**config.mk**
```make
export PLATFORM = sky130hd
export DESIGN_NAME = vec_operand_stage
export DESIGN_NICKNAME = d
export VERILOG_FILES = /design/src/rtl/vec_operand_stage.sv
export SDC_FILE = /design/constraint.sdc
export NUM_CORES = 1
export LEC_CHECK = 0
export BUFFER_PORTS_ARGS = -buffer_cell sky130_fd_sc_hd__buf_2
export CAP_MARGIN = 15
export CORE_AREA = 5 5 205 207
export DETAILED_ROUTE_END_ITERATION = 10
export DIE_AREA = 0 0 210 212
export HOLD_SLACK_MARGIN = 0.02
export PLACE_DENSITY = 0.45
export SLEW_MARGIN = 20
export SYNTH_ARGS = -nofsm -noshare
export SYNTH_HDL_FRONTEND = slang
export SYNTH_SLANG_ARGS = --single-unit
```
**constraint.sdc**
```tcl
create_clock -name clk -period 3.15 [get_ports clk]
set_input_delay 0.315 -clock clk [delete_from_list [all_inputs] [get_ports clk]]
set_output_delay 0.315 -clock clk [all_outputs]
set_load 0.1 [all_outputs]
```
**src/rtl/vec_operand_stage.sv**
```systemverilog
module vec_operand_stage #(
  parameter int WORD_W = 24,
  parameter int REG_AW = 4,
  parameter int IDX_W  = 8
) (
  input  logic                  clk,
  input  logic                  rst_n,
  input  logic                  rd_valid,
  input  logic [1:0]            rd_slot,
  input  logic                  rd_mad,
  input  logic                  rd_inv,
  input  logic [REG_AW-1:0]     rd_reg,
  input  logic [1:0]            rd_rel,
  input  logic [IDX_W-1:0]      idx_ax,
  input  logic [IDX_W-1:0]      idx_ay,
  input  logic [IDX_W-1:0]      idx_loop,
  input  logic [7:0]            rd_sel,
  input  logic [2:0]            rd_neg,
  output logic [REG_AW-1:0]     rd_addr,
  input  logic [4*WORD_W-1:0]   rd_data,
  output logic                  out_valid,
  output logic [4*WORD_W-1:0]   out_vec,
  input  logic [3:0]            wr_mask,
  input  logic [4*WORD_W-1:0]   wr_result,
  input  logic [4*WORD_W-1:0]   wr_old,
  output logic [4*WORD_W-1:0]   wr_data
);
  localparam int VEC_W = 4 * WORD_W;

  logic [1:0]       off_slot;
  logic             rel_on;
  logic [IDX_W-1:0] offs;
  logic             neg_on;
  logic [VEC_W-1:0] swz;

  assign off_slot = rd_mad ? (rd_inv ? 2'd3 : 2'd2) : (rd_inv ? 2'd2 : 2'd1);
  assign rel_on   = (rd_slot == off_slot) && (rd_rel != 2'd0);

  always_comb begin
    case (rd_rel)
      2'd1:    offs = idx_ax;
      2'd2:    offs = idx_ay;
      2'd3:    offs = idx_loop;
      default: offs = '0;
    endcase
  end

  assign rd_addr = rel_on ? rd_reg + offs[REG_AW-1:0] : rd_reg;
  assign neg_on  = (rd_slot != 2'd0) && rd_neg[rd_slot - 2'd1];

  for (genvar i = 0; i < 4; i++) begin : g_lane
    logic [1:0] pick;
    assign pick = rd_sel[7-2*i -: 2];
    assign swz[i*WORD_W +: WORD_W] =
      rd_data[pick*WORD_W +: WORD_W] ^ {neg_on, {(WORD_W-1){1'b0}}};
    assign wr_data[i*WORD_W +: WORD_W] =
      wr_mask[3-i] ? wr_result[i*WORD_W +: WORD_W] : wr_old[i*WORD_W +: WORD_W];
  end

  always_ff @(posedge clk) begin
    if (!rst_n) begin
      out_valid <= 1'b0;
      out_vec   <= '0;
    end else begin
      out_valid <= rd_valid;
      if (rd_valid) out_vec <= swz;
    end
  end
endmodule

```
==> results_tabular.tex, run 1 <==
\begin{tabular}{lr}
\hline
Metric & Value \\
\hline
\multicolumn{2}{l}{\textbf{Outcome}} \\
Result of the run & complete, no violations \\
\multicolumn{2}{l}{\textbf{Finish}} \\
Summed area of non-filler cells in the final layout & 0.0112 mm2 \\
Commonest cells after routing, fill and taps aside & 522 x buf\_2, 102 x mux2\_2, 97 x dfxtp\_1 \\
Most common cell after layout, fill and taps aside & buf\_2 \\
Nets & 1417 \\
Share of cells above drive strength 1 & 63.1\% \\
Area grow syn2layout & 44.3\% \\
\multicolumn{2}{l}{\textbf{Synthesis}} \\
Top-area cell type share of the netlist area & 26.8\% \\
Post-Syn Nets & 926 \\
Area of the mapped netlist & 0.00774 mm2 \\
Post-synth top area cell & mux4\_1 \\
Post-Syn Instances & 580 \\
Post-synth top flop & dfxtp\_1 \\
Fraction of the yosys area taken by sequential cells & 25.1\% \\
Netlist cell types & 27 \\
Async SR Flop Fraction & 0\% \\
Count of flip-flops with a built-in enable after synthesis & 0 \\
FF+latch count, synth & 97 \\
Synth area leaders & mux4\_1 27\%, dfxtp\_1 25\%, mux2\_2 15\% \\
Mapped Avg Cell Area & 13.3 um2 \\
Yosys synthesis warning count & 0 \\
\multicolumn{2}{l}{\textbf{Worst setup path}} \\
Total number of cells along the worst setup path & 11 \\
Reg-to-reg critical path startpoint & out\_vec[95] \\
Capture instance of the worst register-to-register path & out\_vec[95] \\
Slowest cell on the critical path & mux2\_2 \\
Crit-path cells & buf\_2 -> mux2\_2 -> a22oi\_1 -> inv\_1 -> ha\_1 -> a21o\_1 -> a21oi\_1 -> xor2\_1 -> nand2\_1 -> xnor2\_2 -> buf\_12 \\
Critical path fanouts, max & 6 \\
Data required time at the worst endpoint & 2830 ps \\
Start point of the critical path & rd\_rel[0] \\
Crit path buffers/inverters & 3 \\
WS Path Type & in -> out \\
Critical path capture point & rd\_addr[3] \\
Worst Reg2Reg Path Length in Cells & 2 \\
Crit-path max cell delay & 340 ps \\
Nature of the critical path startpoint & input pin \\
Endpoint type of the worst setup path & primary output \\
Data arrival time of the critical path & 2450 ps \\
CP top delay family & compound AO/OA/AOI/OAI gates \\
Setup slack on the worst flop-to-flop path & 2510 ps \\
\multicolumn{2}{l}{\textbf{Pwr}} \\
Peak ir drop on the vdd network & 0.252 mV \\
Power density over the cells & 465 mW/mm2 \\
Static Leakage & 5.41 nW \\
\multicolumn{2}{l}{\textbf{Floorplan}} \\
Die height & 212 um \\
I/O pin cnt & 537 \\
Die Width & 210 um \\
Die Area & 0.0445 mm2 \\
Effective utilization at floorplan & 19.3\% \\
Floorplan core area & 0.0402 mm2 \\
Site Rows & 74 \\
\multicolumn{2}{l}{\textbf{Detailed routing}} \\
Average wire per standard cell & 20.1 um \\
Detailed-routing iteration count for the pre-antenna-repair pass & 4 \\
Post-detailed-route DRC marker count & 0 \\
Via count normalized by instance count & 4.34 \\
Via count & 6990 \\
Number of antenna-violating nets in the routed design & 0 \\
Detailed Route Iter0 Violations & 227 \\
Sum of routed wire length over all layers & 32400 um \\
\multicolumn{2}{l}{\textbf{STA}} \\
Maximum operating frequency & 0.361 GHz \\
Post-route clock skew & 0 ps \\
Worst hold-check slack & 442 ps \\
Final max-slew violation count & 0 \\
Final critical-path share of the clock period & 87.9\% \\
Tightest slew margin relative to the limit & 42.8\% \\
Pin slew with the least headroom to its limit & 858 ps \\
Final Worst Setup Slack & 382 ps \\
Hold violation total from the final report & 0 \\
RSZ-0062 raised after global routing & false \\
Number of endpoints failing setup at the final stage & 0 \\
Aggregate negative setup slack & 0 ps \\
Final Critical Period & 2770 ps \\
\multicolumn{2}{l}{\textbf{Global route}} \\
Met3 Track Usage GR & 4.72\% \\
Global Route met1 Usage & 16.7\% \\
Global routing usage on met2 & 23.0\% \\
Wire length of the first global-routing pass & 45700 um \\
GR Overflow Total & 0 \\
Vias in the first global route & 7181 \\
Pin count of the biggest net entering global routing & 57 \\
Initial antenna violation count & 3 \\
All-layer global routing usage & 13.5\% \\
Most crowded layer after global routing & met2 \\
\multicolumn{2}{l}{\textbf{Clocking}} \\
Clock edge transition at the registers on the reported setup and hold paths & 80 ps \\
Number of gates resized after CTS & 0 \\
CTS buffer count & 9 \\
CTS H-tree lvls & 3 \\
Number of post-CTS setup repair buffers & 0 \\
Number of buffers added to fix hold violations after cts & 0 \\
CTS tree & built \\
CTS sink cnt & 97 \\
Clk Tree Root Cell & clkbuf\_16 \\
Latest clock arrival within the worst-skew pair & 370 ps \\
Maximum clock insertion buffer count & 2 \\
\multicolumn{2}{l}{\textbf{Placement}} \\
Placer Congestion & 1.06 \\
Hpwl dp & 25200 um \\
Post-Place Cell Area & 0.0109 mm2 \\
PortBufs & 524 \\
Worst setup timing slack at the placement stage & 344 ps \\
\multicolumn{2}{l}{\textbf{Worst hold path}} \\
HP Class & in -> reg \\
\multicolumn{2}{l}{\textbf{Flow run}} \\
Number of maximum-capacitance constraint violations & 0 \\
\hline
\end{tabular}
## metrics by stage
stage,total power [W],utilization [%],cells
global placement,0.00410,27.1,1592
floorplan,0.00351,-,580
CTS,0.00529,27.8,1608
finish,0.00520,27.8,1610
detailed placement,0.00411,27.1,1592
global route,0.00544,27.8,1608
## state kept, by name, summed over array words and instances, names as in the netlist
name	cells
out_valid	1
out_vec	96
## Yosys cell counts, types with 2 or more instances
library cell	instances
a21oi_1	6
a22o_2	2
buf_2	26
buf_6	12
clkbuf_1	15
clkbuf_2	4
dfxtp_1	97
ha_1	5
inv_1	7
mux2_2	102
mux2i_1	94
mux4_1	79
mux4_2	17
nor2b_1	92
o21ai_0	4
xnor2_1	6
xor2_1	2
## worst min-delay path by stage
| stage | from | end | slack, ps | cells after the start |
|---|---|---|---|---|
| 6_report | rd_data[76] | out_vec[76] | 440 | 4 |
| 5_1_grt | rd_data[76] | out_vec[76] | 440 | 4 |
| 4_1_cts | rd_data[76] | out_vec[76] | 420 | 4 |
| 3_5_place_dp | out_vec[34] | out_vec[34] | 500 | 2 |
| 3_3_place_gp | out_vec[42] | out_vec[42] | 490 | 2 |
| 2_1_floorplan | rd_slot[0] | out_vec[23] | 620 | 3 |
## layout make-up
cell class | instances | area, um2
multi-input cells | 419 | 5440
flip-flops and latches | 97 | 1940
well taps | 532 | 666
fillers | 4225 | 29000
clock inverters | 5 | 40.0
diodes | 2 | 5.00
clock buffers | 11 | 243
inverters | 7 | 26.3
repair buffers | 537 | 2800
## power breakdown
group	internal, W	leakage, nW	switching, W
combinational	0.000707	4.47	0.00198
sequential	0.00132	0.802	0.0000486
clock	0.000566	0.140	0.000568
## kinds of logic (layout without fill, tap and decap cells)
family                     after synthesis  count (layout)  synth area share [%]
AOI/OAI and AO/OA                       18              18                  1.75
xor gates and xnor gates                 8               8                 0.905
adders and majority gates                6               6                  1.07
buffers and inverters                   64             560                  4.75
DFF                                     97              97                  25.1
muxes                                  292             292                  58.8
other                                    0               2                     0
and+or+nand+nor                         95              95                  7.68
## worst reg2reg max path: cells and delay by family (launching register included)
family | cells | cell delay [ps]
DFF | 1 | 310
AOI/OAI and AO/OA | 2 | 190
## metal layers
layer	share of wire [%]	vias up	wire length, um
li1	-	3277	-
met1	41	3382	13100
met2	50	301	16000
met3	8.0	28	2590
met4	1.8	2	576
met5	0.040	-	13
No activity file was read; power rests on OpenSTA's default activity.
==> run 2: changes to the inputs <==
--- a/config.mk
+++ b/config.mk
@@ -7,11 +7,11 @@
 export LEC_CHECK = 0
 export BUFFER_PORTS_ARGS = -buffer_cell sky130_fd_sc_hd__buf_2
 export CAP_MARGIN = 15
-export CORE_AREA = 5 5 205 207
+export CORE_AREA = 2 2 208 210
 export DETAILED_ROUTE_END_ITERATION = 10
 export DIE_AREA = 0 0 210 212
 export HOLD_SLACK_MARGIN = 0.02
-export PLACE_DENSITY = 0.45
+export PLACE_DENSITY = 0.43
 export SLEW_MARGIN = 20
 export SYNTH_ARGS = -nofsm -noshare
 export SYNTH_HDL_FRONTEND = slang
==> results_tabular.tex, run 2 (synthesized netlist as in run 1, its figures left out) <==
\begin{tabular}{lr}
\hline
Metric & Value \\
\hline
\multicolumn{2}{l}{\textbf{Finish}} \\
Share of cells above drive strength 1 & 62.9\% \\
Area grow syn2layout & 44.2\% \\
Area occupied by registers & 0.00194 mm2 \\
Count of filler cells inserted in the layout & 4520 \\
Post-route non-filler standard cell count & 1621 \\
Area of combinational cells with multiple inputs & 0.00544 mm2 \\
Nets & 1412 \\
Commonest cells after routing, fill and taps aside & 522 x buf\_2, 102 x mux2\_2, 97 x dfxtp\_1 \\
Largest registers & out\_vec x96, out\_valid x1 \\
Post-layout util & 26.3\% \\
Number of flip-flops in the largest register & 96 \\
Most common cell after layout, fill and taps aside & buf\_2 \\
Register with the most flip-flops & out\_vec \\
\multicolumn{2}{l}{\textbf{Detailed routing}} \\
Via count & 7067 \\
Via count normalized by instance count & 4.36 \\
Sum of routed wire length over all layers & 35400 um \\
Average wire per standard cell & 21.8 um \\
Detailed-routing iteration count for the pre-antenna-repair pass & 4 \\
Post-detailed-route DRC marker count & 0 \\
Number of antenna-violating nets in the routed design & 0 \\
Detailed Route Iter0 Violations & 212 \\
\multicolumn{2}{l}{\textbf{Pwr}} \\
Combinational share of power & 51.1\% \\
Static Leakage & 5.39 nW \\
Int Power & 0.00267 W \\
Part of the total power dissipated in sequential elements & 26.0\% \\
Clock power share & 22.9\% \\
Peak ir drop on the vdd network & 0.248 mV \\
Power density over the cells & 473 mW/mm2 \\
Switching power as a share of total power & 49.4\% \\
P\_sw & 0.00261 W \\
\multicolumn{2}{l}{\textbf{STA}} \\
Hold violation total from the final report & 0 \\
Tightest slew margin relative to the limit & 40.9\% \\
Post-route clock skew & 0 ps \\
Aggregate negative setup slack & 0 ps \\
Maximum operating frequency & 0.348 GHz \\
Number of endpoints failing setup at the final stage & 0 \\
Final max-slew violation count & 0 \\
RSZ-0062 raised after global routing & false \\
Final critical-path share of the clock period & 91.3\% \\
Pin slew with the least headroom to its limit & 886 ps \\
Final Critical Period & 2870 ps \\
\multicolumn{2}{l}{\textbf{Global route}} \\
Pin count of the biggest net entering global routing & 66 \\
Vias in the first global route & 6957 \\
Initial antenna violation count & 9 \\
All-layer global routing usage & 15.1\% \\
GR Overflow Total & 0 \\
Wire length of the first global-routing pass & 48500 um \\
\multicolumn{2}{l}{\textbf{Clocking}} \\
Clock edge transition at the registers on the reported setup and hold paths & 80 ps \\
Maximum clock insertion buffer count & 2 \\
CTS tree & built \\
Latest clock arrival within the worst-skew pair & 360 ps \\
Number of buffers added to fix hold violations after cts & 0 \\
Number of gates resized after CTS & 0 \\
CTS buffer count & 9 \\
Clk Tree Root Cell & clkbuf\_16 \\
CTS H-tree lvls & 3 \\
Number of post-CTS setup repair buffers & 0 \\
CTS sink cnt & 97 \\
\multicolumn{2}{l}{\textbf{Worst setup path}} \\
Crit-path max cell delay & 350 ps \\
Slowest cell on the critical path & mux2\_2 \\
Data required time at the worst endpoint & 2830 ps \\
Crit-path cells & buf\_2 -> mux2\_2 -> a22oi\_1 -> inv\_1 -> ha\_1 -> a21o\_1 -> a21oi\_1 -> xor2\_1 -> nand2\_1 -> xnor2\_2 -> buf\_12 \\
CP top delay family & compound AO/OA/AOI/OAI gates \\
Endpoint type of the worst setup path & primary output \\
WS Path Type & in -> out \\
Nature of the critical path startpoint & input pin \\
Data arrival time of the critical path & 2560 ps \\
Critical path fanouts, max & 6 \\
Crit path buffers/inverters & 3 \\
\multicolumn{2}{l}{\textbf{Floorplan}} \\
Effective utilization at floorplan & 18.2\% \\
Die Area & 0.0445 mm2 \\
I/O pin cnt & 537 \\
Die Width & 210 um \\
Floorplan core area & 0.0425 mm2 \\
Site Rows & 76 \\
Die height & 212 um \\
\multicolumn{2}{l}{\textbf{Placement}} \\
Number of instances in the placed design & 1601 \\
Placer Congestion & 0.868 \\
PortBufs & 524 \\
Hpwl dp & 28200 um \\
\multicolumn{2}{l}{\textbf{Flow run}} \\
Number of maximum-capacitance constraint violations & 0 \\
\multicolumn{2}{l}{\textbf{Worst hold path}} \\
HP Class & in -> reg \\
\multicolumn{2}{l}{\textbf{Outcome}} \\
Result of the run & complete, no violations \\
\hline
\end{tabular}
run 2: worst paths after layout:
path	cells past startpoint	slack [ps]	start	end
min reg2reg	2	510	out_vec[16]	out_vec[16]
max reg2reg	2	2470	out_vec[23]	out_vec[23]
max	11	280	rd_rel[0]	rd_addr[3]
min	4	440	rd_data[9]	out_vec[81]
run 2: metrics by stage:
stage          cell area [um2]  worst slack [ps]  total power [W]  hold slack (ps)
3_5_place_dp             10800               272          0.00412              499
5_1_grt                  11200               117          0.00550              452
6_report                 11200               275          0.00528              437
2_1_floorplan             7750               160          0.00351              618
4_1_cts                  11200               266          0.00536              410
3_3_place_gp             10800               275          0.00411              493
run 2: tightest hold or removal path, stage by stage:
cell     delay, ps
buf_2           90
mux4_1         210
mux2i_1         60
nor2b_1         90
run 2: area by class of cell:
cell class                      instances  share of cell area (%)
Sequential cell                        97                    17.4
Timing Repair Buffer                  532                    24.7
Antenna cell                            4                  0.0897
Multi-Input combinational cell        419                    48.7
Clock buffer                           11                    2.17
Inverter                                7                   0.235
Tap cell                              546                    6.12
Clock inverter                          5                   0.560
run 2: layer usage:
| metal | vias up | track usage, % | wire length [um] |
|---|---|---|---|
| met5 | - | 0 | 20 |
| met4 | 2 | 4.45 | 593 |
| met3 | 31 | 5.29 | 2900 |
| met2 | 319 | 24.9 | 16800 |
| met1 | 3446 | 18.7 | 15100 |
| li1 | 3269 | - | - |
run 2: power groups by stage:
stage | Combinational [W] | Clock (W) | Sequential, W
finish | 0.00270 | 0.00121 | 0.00137
global route | 0.00281 | 0.00131 | 0.00138
CTS | 0.00272 | 0.00127 | 0.00137
detailed placement | 0.00271 | 0 | 0.00140
global placement | 0.00271 | 0 | 0.00140
floorplan | 0.00142 | 0 | 0.00209
==> run 3: changes to the inputs <==
--- a/config.mk
+++ b/config.mk
@@ -7,11 +7,11 @@
 export LEC_CHECK = 0
 export BUFFER_PORTS_ARGS = -buffer_cell sky130_fd_sc_hd__buf_2
 export CAP_MARGIN = 15
-export CORE_AREA = 2 2 208 210
+export CORE_AREA = 2 2 210 212
 export DETAILED_ROUTE_END_ITERATION = 10
-export DIE_AREA = 0 0 210 212
+export DIE_AREA = 0 0 212 214
 export HOLD_SLACK_MARGIN = 0.02
-export PLACE_DENSITY = 0.43
+export PLACE_DENSITY = 0.44
 export SLEW_MARGIN = 20
 export SYNTH_ARGS = -nofsm -noshare
 export SYNTH_HDL_FRONTEND = slang
==> constraint.sdc (replaced) <==
create_clock -name clk -period 2.5 [get_ports clk]
set_input_delay 0.25 -clock clk [delete_from_list [all_inputs] [get_ports clk]]
set_output_delay 0.25 -clock clk [all_outputs]
set_load 0.1 [all_outputs]
==> results_tabular.tex, run 3 (synthesized netlist as in run 1, its figures left out) <==
\begin{tabular}{lr}
\hline
Metric & Value \\
\hline
\multicolumn{2}{l}{\textbf{Finish}} \\
Register with the most flip-flops & out\_vec \\
Diode insertion count for antenna repair & 0 \\
Largest registers & out\_vec x96, out\_valid x1 \\
Share of cells above drive strength 1 & 63.9\% \\
Nets & 1427 \\
Post-layout util & 26.8\% \\
Number of flip-flops in the largest register & 96 \\
Area grow syn2layout & 48.3\% \\
Commonest cells after routing, fill and taps aside & 519 x buf\_2, 101 x mux2\_2, 97 x dfxtp\_1 \\
Summed area of non-filler cells in the final layout & 0.0115 mm2 \\
Most common cell after layout, fill and taps aside & buf\_2 \\
\multicolumn{2}{l}{\textbf{Placement}} \\
Post-Place Cell Area & 0.0111 mm2 \\
Worst setup timing slack at the placement stage & -85.6 ps \\
Placer Congestion & 0.764 \\
Hpwl dp & 24400 um \\
PortBufs & 524 \\
\multicolumn{2}{l}{\textbf{Worst setup path}} \\
Capture instance of the worst register-to-register path & out\_vec[28] \\
Data required time at the worst endpoint & 2250 ps \\
Reg-to-reg critical path startpoint & out\_vec[28] \\
Endpoint type of the worst setup path & primary output \\
Setup slack on the worst flop-to-flop path & 1870 ps \\
Critical path fanouts, max & 3 \\
Data arrival time of the critical path & 2180 ps \\
Nature of the critical path startpoint & input pin \\
Start point of the critical path & rd\_rel[0] \\
Critical path capture point & rd\_addr[3] \\
WS Path Type & in -> out \\
Worst Reg2Reg Path Length in Cells & 2 \\
\multicolumn{2}{l}{\textbf{STA}} \\
Hold violation total from the final report & 0 \\
Final Critical Period & 2430 ps \\
Final critical-path share of the clock period & 97.1\% \\
Maximum operating frequency & 0.412 GHz \\
Aggregate negative setup slack & 0 ps \\
Pin slew with the least headroom to its limit & 645 ps \\
Final max-slew violation count & 0 \\
Number of endpoints failing setup at the final stage & 0 \\
Post-route clock skew & 0 ps \\
Final Worst Setup Slack & 71.3 ps \\
Tightest slew margin relative to the limit & 57.0\% \\
RSZ-0062 raised after global routing & true \\
\multicolumn{2}{l}{\textbf{Clocking}} \\
CTS tree & built \\
Clk Tree Root Cell & clkbuf\_16 \\
CTS buffer count & 9 \\
Number of post-CTS setup repair buffers & 0 \\
CTS sink cnt & 97 \\
Maximum clock insertion buffer count & 2 \\
Clock edge transition at the registers on the reported setup and hold paths & 80 ps \\
Latest clock arrival within the worst-skew pair & 390 ps \\
CTS H-tree lvls & 3 \\
\multicolumn{2}{l}{\textbf{Worst hold path}} \\
HP Class & in -> reg \\
\multicolumn{2}{l}{\textbf{Floorplan}} \\
Die Width & 212 um \\
I/O pin cnt & 537 \\
Effective utilization at floorplan & 18.0\% \\
Site Rows & 76 \\
Floorplan core area & 0.0429 mm2 \\
Die height & 214 um \\
Die Area & 0.0454 mm2 \\
\multicolumn{2}{l}{\textbf{Detailed routing}} \\
Number of antenna-violating nets in the routed design & 0 \\
Sum of routed wire length over all layers & 31400 um \\
Via count & 6977 \\
Via count normalized by instance count & 4.18 \\
Average wire per standard cell & 18.8 um \\
Detailed-routing iteration count for the pre-antenna-repair pass & 4 \\
Detailed Route Iter0 Violations & 261 \\
Post-detailed-route DRC marker count & 0 \\
\multicolumn{2}{l}{\textbf{Global route}} \\
Initial antenna violation count & 5 \\
GR Overflow Total & 0 \\
Pin count of the biggest net entering global routing & 48 \\
Wire length of the first global-routing pass & 45100 um \\
All-layer global routing usage & 13.4\% \\
Vias in the first global route & 7020 \\
\multicolumn{2}{l}{\textbf{Pwr}} \\
Static Leakage & 5.52 nW \\
Final Total Pwr & 0.00671 W \\
Power density over the cells & 585 mW/mm2 \\
Peak ir drop on the vdd network & 0.411 mV \\
\multicolumn{2}{l}{\textbf{Flow run}} \\
Number of maximum-capacitance constraint violations & 0 \\
\multicolumn{2}{l}{\textbf{Outcome}} \\
Result of the run & complete, no violations \\
\hline
\end{tabular}
[run 3: layout make-up]
type / instances / area (um2)
Inverter: 7 / 26.3
Sequential cell: 97 / 1940
Tap cell: 585 / 732
Fill cell: 4567 / 31400
Clock inverter: 7 / 88.8
Multi-Input combinational cell: 419 / 5490
Timing Repair Buffer: 547 / 2970
Clock buffer: 9 / 225
[run 3: stage by stage]
| stage | instances | hold slack (ps) |
|---|---|---|
| 2_1_floorplan | 580 | 553 |
| 3_3_place_gp | 1655 | 494 |
| 3_5_place_dp | 1655 | 500 |
| 4_1_cts | 1671 | 324 |
| 5_1_grt | 1671 | 353 |
| 6_report | 1671 | 362 |
[run 3: worst max-delay path, stage by stage]
cell     delay (ps)
buf_8           100
mux2_4          290
a22oi_2         220
inv_1            60
ha_1            290
a21o_1          160
a21oi_2         140
xor2_1          170
nand2_2         110
xnor2_4         180
buf_12          190
[run 3: worst min path at each step]
stage,cells after the start,start,slack [ps],end
5_1_grt,4,rd_data[84],350,out_vec[84]
2_1_floorplan,3,rd_slot[0],550,out_vec[23]
4_1_cts,4,rd_data[5],320,out_vec[53]
3_3_place_gp,2,out_vec[31],490,out_vec[31]
6_report,4,rd_data[5],360,out_vec[53]
3_5_place_dp,2,out_vec[15],500,out_vec[15]
[run 3: timing repair]
action / 4_1_cts / 5_1_grt
setup endpoints to repair: 1 / 1
pin swaps: 4 / 5
hold buffers: 0 / 0
endpoints found under the hold margin: 0 / 0
gates resized for setup: 4 / 5
[run 3: metal layers]
layer  wire length [um]  GRT usage, %  share of wire (%)  vias up
met5                 70             0               0.22        -
met4                276          2.68               0.88       10
met3               2770          5.28                8.8       27
met2              15500          23.4                 49      279
met1              12800          15.4                 41     3361
li1                   -             -                  -     3300
[run 3: where the power goes]
group | leakage, nW | switching [W] | internal [W]
logic | 4.56 | 0.00250 | 0.000935
registers | 0.802 | 0.0000596 | 0.00167
clock network | 0.155 | 0.000749 | 0.000798
